===== src/rtl/core_pkg.sv =====
package core_pkg;

  // primary opcodes
  localparam logic [5:0] OPC_REG  = 6'd0;
  localparam logic [5:0] OPC_JMP  = 6'd2;
  localparam logic [5:0] OPC_BEQ  = 6'd4;
  localparam logic [5:0] OPC_BNE  = 6'd5;
  localparam logic [5:0] OPC_ADDI = 6'd8;
  localparam logic [5:0] OPC_SLTI = 6'd10;
  localparam logic [5:0] OPC_ANDI = 6'd12;
  localparam logic [5:0] OPC_ORI  = 6'd13;
  localparam logic [5:0] OPC_LUI  = 6'd15;
  localparam logic [5:0] OPC_LW   = 6'd35;
  localparam logic [5:0] OPC_SW   = 6'd43;

  // function codes of the register shape
  localparam logic [5:0] FN_ADD = 6'd32;
  localparam logic [5:0] FN_SUB = 6'd34;
  localparam logic [5:0] FN_SLT = 6'd42;

  typedef enum logic [2:0] {
    ALU_ADD,
    ALU_SUB,
    ALU_SLT,
    ALU_AND,
    ALU_OR,
    ALU_HI
  } alu_op_e;

  typedef enum logic [1:0] {
    NPC_SEQ,
    NPC_BEQ,
    NPC_BNE,
    NPC_JMP
  } npc_sel_e;

  typedef struct packed {
    logic     known;     // encoding recognised
    logic     reg_we;    // result goes to the register file
    logic     dst_rd;    // destination is rd (else rt)
    logic     src_imm;   // ALU second operand is the immediate
    logic     imm_zext;  // zero-extend the immediate (else sign-extend)
    logic     load;      // write-back takes memory data
    logic     store;     // raise the store strobe
    alu_op_e  alu_op;
    npc_sel_e npc_sel;
  } ctrl_t;

endpackage


===== src/rtl/core_decode.sv =====
module core_decode
  import core_pkg::*;
(
  input  logic [5:0] opcode,
  input  logic [5:0] funct,
  output ctrl_t      ctrl
);

  always_comb begin
    ctrl         = '0;
    ctrl.alu_op  = ALU_ADD;
    ctrl.npc_sel = NPC_SEQ;
    unique case (opcode)
      OPC_REG: begin
        ctrl.dst_rd = 1'b1;
        unique case (funct)
          FN_ADD: begin ctrl.known = 1'b1; ctrl.reg_we = 1'b1; ctrl.alu_op = ALU_ADD; end
          FN_SUB: begin ctrl.known = 1'b1; ctrl.reg_we = 1'b1; ctrl.alu_op = ALU_SUB; end
          FN_SLT: begin ctrl.known = 1'b1; ctrl.reg_we = 1'b1; ctrl.alu_op = ALU_SLT; end
          default: ;
        endcase
      end
      OPC_ADDI: begin
        ctrl.known = 1'b1; ctrl.reg_we = 1'b1; ctrl.src_imm = 1'b1;
        ctrl.alu_op = ALU_ADD;
      end
      OPC_SLTI: begin
        ctrl.known = 1'b1; ctrl.reg_we = 1'b1; ctrl.src_imm = 1'b1;
        ctrl.alu_op = ALU_SLT;
      end
      OPC_ANDI: begin
        ctrl.known = 1'b1; ctrl.reg_we = 1'b1; ctrl.src_imm = 1'b1;
        ctrl.imm_zext = 1'b1; ctrl.alu_op = ALU_AND;
      end
      OPC_ORI: begin
        ctrl.known = 1'b1; ctrl.reg_we = 1'b1; ctrl.src_imm = 1'b1;
        ctrl.imm_zext = 1'b1; ctrl.alu_op = ALU_OR;
      end
      OPC_LUI: begin
        ctrl.known = 1'b1; ctrl.reg_we = 1'b1; ctrl.src_imm = 1'b1;
        ctrl.imm_zext = 1'b1; ctrl.alu_op = ALU_HI;
      end
      OPC_LW: begin
        ctrl.known = 1'b1; ctrl.reg_we = 1'b1; ctrl.src_imm = 1'b1;
        ctrl.load = 1'b1; ctrl.alu_op = ALU_ADD;
      end
      OPC_SW: begin
        ctrl.known = 1'b1; ctrl.src_imm = 1'b1; ctrl.store = 1'b1;
        ctrl.alu_op = ALU_ADD;
      end
      OPC_BEQ: begin ctrl.known = 1'b1; ctrl.npc_sel = NPC_BEQ; end
      OPC_BNE: begin ctrl.known = 1'b1; ctrl.npc_sel = NPC_BNE; end
      OPC_JMP: begin ctrl.known = 1'b1; ctrl.npc_sel = NPC_JMP; end
      default: ;
    endcase
  end

endmodule


===== src/rtl/core_regfile.sv =====
module core_regfile #(
  parameter int unsigned NREG  = 32,
  parameter int unsigned WIDTH = 32
) (
  input  logic                    clk,
  input  logic                    rst,
  input  logic [$clog2(NREG)-1:0] ra_addr,
  output logic [WIDTH-1:0]        ra_data,
  input  logic [$clog2(NREG)-1:0] rb_addr,
  output logic [WIDTH-1:0]        rb_data,
  input  logic                    wr_en,
  input  logic [$clog2(NREG)-1:0] wr_addr,
  input  logic [WIDTH-1:0]        wr_data
);

  localparam int unsigned AW = $clog2(NREG);
  localparam logic [AW-1:0] ZERO_IDX = '0;

  logic [WIDTH-1:0] cells [NREG];

  // entry 0 is cleared by reset and never written afterwards
  always_ff @(posedge clk) begin
    if (rst) begin
      for (int i = 0; i < int'(NREG); i++) cells[i] <= '0;
    end else if (wr_en && (wr_addr != ZERO_IDX)) begin
      cells[wr_addr] <= wr_data;
    end
  end

  assign ra_data = (ra_addr == ZERO_IDX) ? '0 : cells[ra_addr];
  assign rb_data = (rb_addr == ZERO_IDX) ? '0 : cells[rb_addr];

endmodule


===== src/rtl/core_alu.sv =====
module core_alu
  import core_pkg::*;
#(
  parameter int unsigned WIDTH = 32
) (
  input  alu_op_e          op,
  input  logic [WIDTH-1:0] a,
  input  logic [WIDTH-1:0] b,
  output logic [WIDTH-1:0] y
);

  localparam int unsigned HALF = WIDTH / 2;

  logic less;
  assign less = ($signed(a) < $signed(b));

  always_comb begin
    unique case (op)
      ALU_ADD: y = a + b;
      ALU_SUB: y = a - b;
      ALU_SLT: y = {{(WIDTH-1){1'b0}}, less};
      ALU_AND: y = a & b;
      ALU_OR:  y = a | b;
      ALU_HI:  y = {b[HALF-1:0], {HALF{1'b0}}};
      default: y = '0;
    endcase
  end

endmodule


===== src/rtl/core_pc_next.sv =====
module core_pc_next
  import core_pkg::*;
#(
  parameter int unsigned WIDTH = 32,
  parameter int unsigned OFFW  = 16,
  parameter int unsigned JFW   = 26
) (
  input  npc_sel_e         sel,
  input  logic [WIDTH-1:0] pc,
  input  logic [OFFW-1:0]  offset,
  input  logic [JFW-1:0]   jfield,
  input  logic [WIDTH-1:0] opa,
  input  logic [WIDTH-1:0] opb,
  output logic [WIDTH-1:0] pc_nxt
);

  localparam int unsigned EXTW = WIDTH - OFFW - 2;
  localparam int unsigned KEEP = WIDTH - JFW - 2;

  logic [WIDTH-1:0] seq, br_tgt, jmp_tgt;
  logic             same;

  assign seq     = pc + WIDTH'(4);
  assign br_tgt  = seq + {{EXTW{offset[OFFW-1]}}, offset, 2'b00};
  assign jmp_tgt = {seq[WIDTH-1 -: KEEP], jfield, 2'b00};
  assign same    = (opa == opb);

  always_comb begin
    unique case (sel)
      NPC_BEQ: pc_nxt = same  ? br_tgt : seq;
      NPC_BNE: pc_nxt = !same ? br_tgt : seq;
      NPC_JMP: pc_nxt = jmp_tgt;
      default: pc_nxt = seq;
    endcase
  end

endmodule


===== src/rtl/scalar_core.sv =====
module scalar_core
  import core_pkg::*;
#(
  parameter int unsigned XLEN     = 32,
  parameter int unsigned NREG     = 32,
  parameter logic [31:0] RESET_PC = 32'h0
) (
  input  logic            clk,
  input  logic            rst,
  output logic [XLEN-1:0] imem_addr,
  input  logic [XLEN-1:0] imem_data,
  output logic [XLEN-1:0] dmem_addr,
  output logic [XLEN-1:0] dmem_wdata,
  output logic            dmem_we,
  input  logic [XLEN-1:0] dmem_rdata
);

  localparam int unsigned RAW  = $clog2(NREG);
  localparam int unsigned IMMW = 16;
  localparam int unsigned JFW  = 26;
  localparam int unsigned EXTW = XLEN - IMMW;

  logic [XLEN-1:0] pc_q, pc_d;

  logic [5:0]      f_op, f_fn;
  logic [RAW-1:0]  f_rs, f_rt, f_rd;
  logic [IMMW-1:0] f_imm;
  logic [JFW-1:0]  f_jf;

  assign f_op  = imem_data[31:26];
  assign f_rs  = imem_data[21 +: RAW];
  assign f_rt  = imem_data[16 +: RAW];
  assign f_rd  = imem_data[11 +: RAW];
  assign f_fn  = imem_data[5:0];
  assign f_imm = imem_data[IMMW-1:0];
  assign f_jf  = imem_data[JFW-1:0];

  ctrl_t ctrl;

  core_decode u_dec (
    .opcode (f_op),
    .funct  (f_fn),
    .ctrl   (ctrl)
  );

  logic [XLEN-1:0] rs_val, rt_val, wb_data, imm_ext, alu_b, alu_y;
  logic [RAW-1:0]  wb_addr;
  logic            rf_we;

  assign rf_we   = ctrl.reg_we && !rst;
  assign wb_addr = ctrl.dst_rd ? f_rd : f_rt;
  assign wb_data = ctrl.load ? dmem_rdata : alu_y;

  core_regfile #(.NREG(NREG), .WIDTH(XLEN)) u_rf (
    .clk     (clk),
    .rst     (rst),
    .ra_addr (f_rs),
    .ra_data (rs_val),
    .rb_addr (f_rt),
    .rb_data (rt_val),
    .wr_en   (rf_we),
    .wr_addr (wb_addr),
    .wr_data (wb_data)
  );

  assign imm_ext = ctrl.imm_zext ? {{EXTW{1'b0}}, f_imm}
                                 : {{EXTW{f_imm[IMMW-1]}}, f_imm};
  assign alu_b   = ctrl.src_imm ? imm_ext : rt_val;

  core_alu #(.WIDTH(XLEN)) u_alu (
    .op (ctrl.alu_op),
    .a  (rs_val),
    .b  (alu_b),
    .y  (alu_y)
  );

  core_pc_next #(.WIDTH(XLEN), .OFFW(IMMW), .JFW(JFW)) u_npc (
    .sel    (ctrl.npc_sel),
    .pc     (pc_q),
    .offset (f_imm),
    .jfield (f_jf),
    .opa    (rs_val),
    .opb    (rt_val),
    .pc_nxt (pc_d)
  );

  always_ff @(posedge clk) begin
    if (rst) pc_q <= RESET_PC[XLEN-1:0];
    else     pc_q <= pc_d;
  end

  assign imem_addr  = pc_q;
  assign dmem_addr  = alu_y;
  assign dmem_wdata = rt_val;
  assign dmem_we    = ctrl.store && !rst;

  // reset parks the program counter
  p_reset_pc_r1: assert property (@(posedge clk)
    rst |=> (imem_addr == RESET_PC[XLEN-1:0]));

  // straight-line code steps one word
  p_seq_step_r2: assert property (@(posedge clk) disable iff (rst)
    (ctrl.npc_sel == NPC_SEQ) |=> (imem_addr == $past(imem_addr) + XLEN'(4)));

  // set-less-than yields a single bit
  p_slt_bool_r3: assert property (@(posedge clk) disable iff (rst)
    (ctrl.alu_op == ALU_SLT) |-> (alu_y[XLEN-1:1] == '0));

  // upper-immediate leaves the low half clear
  p_hi_low_clear_r5: assert property (@(posedge clk) disable iff (rst)
    (f_op == OPC_LUI) |-> (wb_data[IMMW-1:0] == '0));

  // store strobe only for the store opcode
  p_store_only_r6: assert property (@(posedge clk) disable iff (rst)
    dmem_we |-> (imem_data[31:26] == OPC_SW));

  // an equal-branch with differing operands falls through
  p_beq_fall_r7: assert property (@(posedge clk) disable iff (rst)
    ((f_op == OPC_BEQ) && (rs_val != rt_val)) |=>
      (imem_addr == $past(imem_addr) + XLEN'(4)));

  // jump lands on the word index given by the field
  p_jump_field_r8: assert property (@(posedge clk) disable iff (rst)
    (f_op == OPC_JMP) |=> (imem_addr[JFW+1:2] == $past(imem_data[JFW-1:0])));

  // unrecognised encodings touch neither store nor registers
  p_unknown_quiet_r10: assert property (@(posedge clk) disable iff (rst)
    !ctrl.known |-> (!dmem_we && !rf_we));

endmodule


===== config.mk =====
export PLATFORM = sky130hd
export DESIGN_NAME = scalar_core
export DESIGN_NICKNAME = d
export VERILOG_FILES = /design/src/rtl/core_pkg.sv /design/src/rtl/core_decode.sv /design/src/rtl/core_regfile.sv /design/src/rtl/core_alu.sv /design/src/rtl/core_pc_next.sv /design/src/rtl/scalar_core.sv
export SDC_FILE = /design/constraint.sdc
export NUM_CORES = 2
export LEC_CHECK = 0
export BUFFER_PORTS_ARGS = -buffer_cell sky130_fd_sc_hd__buf_2
export CAP_MARGIN = 20
export CORE_ASPECT_RATIO = 0.7
export CORE_UTILIZATION = 33
export DETAILED_ROUTE_END_ITERATION = 10
export HOLD_SLACK_MARGIN = 0.15
export PLACE_DENSITY = 0.55
export SLEW_MARGIN = 10
export SYNTH_ARGS = -nofsm -noshare
export SYNTH_HDL_FRONTEND = slang
export SYNTH_HIERARCHICAL = 1
export SYNTH_SLANG_ARGS = --single-unit

===== constraint.sdc =====
create_clock -name clk -period 16.4 [get_ports clk]
set_clock_uncertainty 0.15 [all_clocks]
set_input_delay 0.82 -clock clk [delete_from_list [all_inputs] [get_ports clk]]
set_output_delay 0.82 -clock clk [all_outputs]
set_load 0.02 [all_outputs]

## Yosys cells after proc, flatten, opt, wreduce, memory -nomap -nowiden

Memories as Yosys holds them, arrays and structs flattened.
Index checks and enable logic that the tools add are counted.

| word-level totals | value |
|---|---|
| register bits after elaboration | 32 |
| latch bits | 0 |
| memories | 1 |
| bits in read-only memories | 0 |
| input bits | 66 |
| memory bits (writable) | 1024 |

Memory list:

| memory | depth | width | read ports | clocked after Yosys merged registers in | wr ports | RTL line | text |
|---|---|---|---|---|---|---|---|
| u_rf.cells | 32 | 32 | 2 | 0 | 32 | core_regfile.sv:19 | `logic [WIDTH-1:0] cells [NREG];` |

| cells by class | value |
|---|---|
| equality and inequality tests | 22 |
| multipliers | 0 |
| magnitude comparators | 1 |
| bitwise gates (word level) | 2 |
| add/sub/neg operators | 4 |
| reduce and logical (&&, ||, !) cells | 14 |
| shift-type cells | 0 |
| multiplexer cells | 28 |
| div/mod/pow operators | 0 |

Operator list:

| cell | count |
|---|---|
| 32-bit two-way mux | 8 |
| 32-bit case mux with 6 select lines | 1 |
| 32-bit case mux with 3 select lines | 1 |
| 32-bit adder | 2 |
| 32-bit by 3-bit adder with 32-bit output, second input constant | 1 |
| 32-bit bitwise AND | 1 |
| 32-bit == test | 1 |
| 32-bit < comparator | 1 |
| 32-bit bitwise OR | 1 |
| 32-bit OR reduction | 1 |
| 32-bit subtractor | 1 |
| 6-bit by 4-bit == test with 1-bit output, second input constant | 5 |
| 6-bit == test, second input constant | 5 |
| 3-bit case mux with 5 select lines | 1 |
| 6-bit by 3-bit == test with 1-bit output, second input constant | 2 |
| 1-bit two-way mux | 12 |
| 5-bit zero test | 2 |
| 5-bit two-way mux | 2 |
| 7-bit OR reduction | 1 |
| 3-bit by 2-bit == test with 1-bit output, second input constant | 2 |
| 3-bit == test, second input constant | 2 |
| 6-bit by 2-bit == test with 1-bit output, second input constant | 1 |
| 6-bit zero test | 1 |
| 2-bit case mux with 3 select lines | 1 |
| other kinds (11) | 15 |

## Logic depth before layout (Yosys ltp)

| logic depth | value |
|---|---|
| depth after elaboration | 11 |
| gate-level depth with buffers | 27 |
| gate-level depth less buffers | 20 |

## Modules after synthesis

Netlist, hierarchy kept.

Modules (own cells, without submodules):

| module | area each (um^2) | cells each | sequential area each (um^2) | times used |
|---|---|---|---|---|
| core_regfile | 54253.3 | 3502 | 30749.5 | 1 |
| core_alu | 4790.8 | 737 | 0.0 | 1 |
| core_pc_next | 3618.5 | 529 | 0.0 | 1 |
| scalar_core | 1899.3 | 164 | 640.6 | 1 |
| core_decode | 254.0 | 39 | 0.0 | 1 |

## Worst setup path after synthesis

Ideal clock, no wire load.

| timing path | value |
|---|---|
| path kind | in2reg |
| start | input imem_data[18] |
| end | memory u_rf.cells[10][29], data pin |
| data arrival time | 6.605 ns |
| cell stages on the path | 24 |
| path buffers | 5 |
| slack | 9.391 ns |
| cell sequence | buf_2 -> buf_2 -> clkbuf_1 -> mux4_2 -> nor2b_1 -> a211oi_1 -> nor4_1 -> mux2_4 -> inv_1 -> ha_1 -> buf_2 -> a22o_1 -> or4_4 -> o31ai_4 -> o211ai_1 -> a21o_1 -> a21o_1 -> a41oi_1 -> mux2_2 -> a221oi_1 -> o211ai_1 -> mux2_4 -> clkbuf_1 -> and2_1 |

RTL lines:

| element | RTL line | text |
|---|---|---|
| start, declared | scalar_core.sv:11 | `input logic [XLEN-1:0] imem_data,` |
| end, declared | core_regfile.sv:19 |  |

## Final worst setup path

| timing path | value |
|---|---|
| start | input imem_data[16] |
| end | output dmem_addr[29] |

| on the way | value |
|---|---|
| cells in the longest elaborated chain, start to end | 5 |
| elaborated cells on any way between the ends | 9 |

Ends and longest elaborated chain:

| element | RTL line | text |
|---|---|---|
| memory 32 x 32 bit / 5-bit zero test (equally long branches) | - |  |
| 32-bit two-way mux * | core_regfile.sv:31 | `assign rb_data = (rb_addr == ZERO_IDX) ? '0 : cells[rb_addr];` |
| 32-bit two-way mux * | scalar_core.sv:68 | `assign alu_b = ctrl.src_imm ? imm_ext : rt_val;` |
| named net alu_b[6] | scalar_core.sv:46 | `logic [XLEN-1:0] rs_val, rt_val, wb_data, imm_ext, alu_b, alu_y;` |
| 32-bit subtractor / 32-bit adder (equally long branches) | core_alu.sv:20, core_alu.sv:19 |  |
| 32-bit case mux with 6 select lines * | core_alu.sv:18 | `unique case (op)` |
| end, declared | scalar_core.sv:12 | `output logic [XLEN-1:0] dmem_addr,` |

Mark *: on every way through the listed nets, which the timed path passes. The rest lies on a longest branch.

==> impl_metrics.ini <==
[run_status]
outcome = completed

[place]
port_buffers = 162
pre_cts_ws_ps = 6687
dpl.hpwl_um = 157100
gp_congestion = 0.9274

[timing]
relSlewSlack = 0.1150
post-route-period-util = 0.5856
tns_ps = 0
worst_slew_pin_slew_ps = 1314
fmax_mhz = 104.1
worst_slack_ps = 6797
finalHoldViolCount = 0
period_minus_slack_ps = 9603
slew_violations = 0
rsz0062_at_grt = no
setup_viol = 0

[floorplanning]
num_rows = 135
die_area_sq_um = 198100
fp.dieH_um = 372.7
die_w_um = 531.6
core_area_sq_um = 194200
initial_utilization = 0.3335
ioPinCount = 163

[clocking]
cts_sinks = 1056
cts.clk_slew.worst_paths_ps = 60
hold_buffers = 0
cts_tree = built
clock_path_buffers = 3
ctsHtreeMaxLevel = 3
clock_latency_ps = 780
cts_resized = 0
cts_setup_buffers = 0
numCtsBuffers = 105
root_buffer = clkbuf_16

[critical_path]
worstPathRequired_ps = 15430
rr_worst_depth = 19
cp.arrival_ps = 8630
crit_path_end_kind = output pin
critPathLaunchType = input pin
reg2reg_slack_ps = 9170
r2r_start = u_rf/cells[27][0]
path_class = input pin to output pin
r2r_end = u_rf/cells[12][30]
critPathMaxFanout = 81

[route]
wl_per_cell_um = 32.22
drt-initial-drc-count = 6506
vias_per_cell = 5.977
drc = 0
antenna_left = 0
vias = 45853
first_pass_iters = 6
wl_um = 247100

[layout]
nets = 5179
drive_gt1_frac = 0.2357
fillers = 18522
area_growth_pct = 11.12

[power]
pwr-share-comb = 0.254
clkPwrFrac = 0.335
swShare = 0.3380
pwr-share-seq = 0.411
pwr_density_cell_nw_per_um2 = 104.6
vdd_ir_drop_max_mv = 0.08006
p_leak_nw = 26.45
p_int_w = 0.004987
switching_power_w = 0.002546

[synth]
ys_warn_count = 6
synthCells = 4968
avgSynthCellArea_sq_um = 13.04
synth_area_sq_um = 64790

[global_route]
grt_first_pass_wirelength_um = 343900
grt_max_degree = 105
antenna_found_initial = 33
gr-total-overflow = 0
groute.usage.overall = 0.2429
grt_pass1_vias = 43449

[worst_hold_path]
holdPathEnd = u_rf/cells[0][8]
hp-class = input pin to flop
hold_path_depth = 1
hp-start = rst

[job]
cap_violations = 0
state kept, by name, summed over array words and instances (netlist names):
name        cells
imem_addr      32
u_rf/cells   1024
per-stage QoR:
stage	power, W	area (sq um)	cells	utilization	hold WS (ps)
final	0.007533	72000	7671	0.3706	389.0
after global routing	0.007739	71980	7666	0.3706	383.6
after CTS	0.007495	71910	7656	0.3702	358.7
after detailed placement	0.004996	68430	7464	0.3523	408.7
after global placement	0.004988	68400	7461	0.3521	409.9
after floorplan	0.004240	64900	4999	-	512.2
how the worst max path moves through the flow:
stage	startpoint	to	slack (ps)
after floorplan	imem_data[18]	u_rf/cells[10][29]	9390
after global placement	imem_data[16]	dmem_addr[26]	6720
after detailed placement	imem_data[16]	dmem_addr[26]	6690
after CTS	imem_data[16]	dmem_addr[26]	6690
after global routing	imem_data[16]	dmem_addr[29]	6460
final	imem_data[16]	dmem_addr[29]	6800
critical path, cell delays in order:
cell	delay [ps]
buf_8	570
buf_12	580
buf_4	810
mux4_2	610
a221o_1	350
a21oi_1	720
nor4_1	100
buf_4	230
mux2_4	320
inv_1	90
ha_1	320
a22o_1	240
or4_4	430
o31ai_4	260
o211ai_1	170
a21o_1	250
a21o_1	240
a41oi_1	230
mux2_2	350
a221oi_1	300
o211ai_1	200
buf_2	200
metal layers:
layer	GRT usage	vias to the layer above	wire length (um)
met3	0.07798	398	33560
met5	0	-	24
li1	-	18902	-
met2	0.3360	2886	100300
met4	0.06900	2	7201
met1	0.3585	23665	106100
cell usage in the layout, fill, tap and decap left out, types with 23 or more instances in the layout:
master	n
inv_1	141
or2_2	32
a22oi_1	38
ha_1	133
a2111oi_1	30
xnor2_1	63
and2_1	1006
mux2_2	40
a22o_1	58
o22ai_1	118
mux4_2	472
edfxtp_1	1024
clkbuf_16	106
nor2_1	112
o211ai_1	23
mux2_4	45
clkinv_2	24
mux2i_1	152
dfxtp_1	32
o21ai_0	117
a21o_1	26
conb_1	32
o21bai_1	23
nand3_1	42
nor2b_1	55
a21oi_1	130
nand4_1	23
nand2_1	108
nor3_1	64
a221oi_1	24
buf_4	175
buf_2	155
power by group through the flow:
stage / clock (W) / sequential, W / combinational, W
2_1_floorplan: 0 / 0.00313 / 0.00111
3_3_place_gp: 0 / 0.00315 / 0.00184
3_5_place_dp: 0 / 0.00315 / 0.00184
4_1_cts: 0.00255 / 0.00310 / 0.00185
5_1_grt: 0.00264 / 0.00311 / 0.00199
6_report: 0.00252 / 0.00310 / 0.00191
final cells by class:
type / count / area [sq um] / area share
repair buffers: 342 / 2235 / 0.03104
diodes: 6 / 15.01 / 0.0002085
inverters: 142 / 533.0 / 0.007403
clock buffers: 123 / 2716 / 0.03773
flip-flops and latches: 1056 / 31390 / 0.4360
multi-input cells: 3330 / 31080 / 0.4317
well taps: 2603 / 3257 / 0.04524
clock inverters: 69 / 768.2 / 0.01067
No activity file was read; power rests on OpenSTA's default activity.
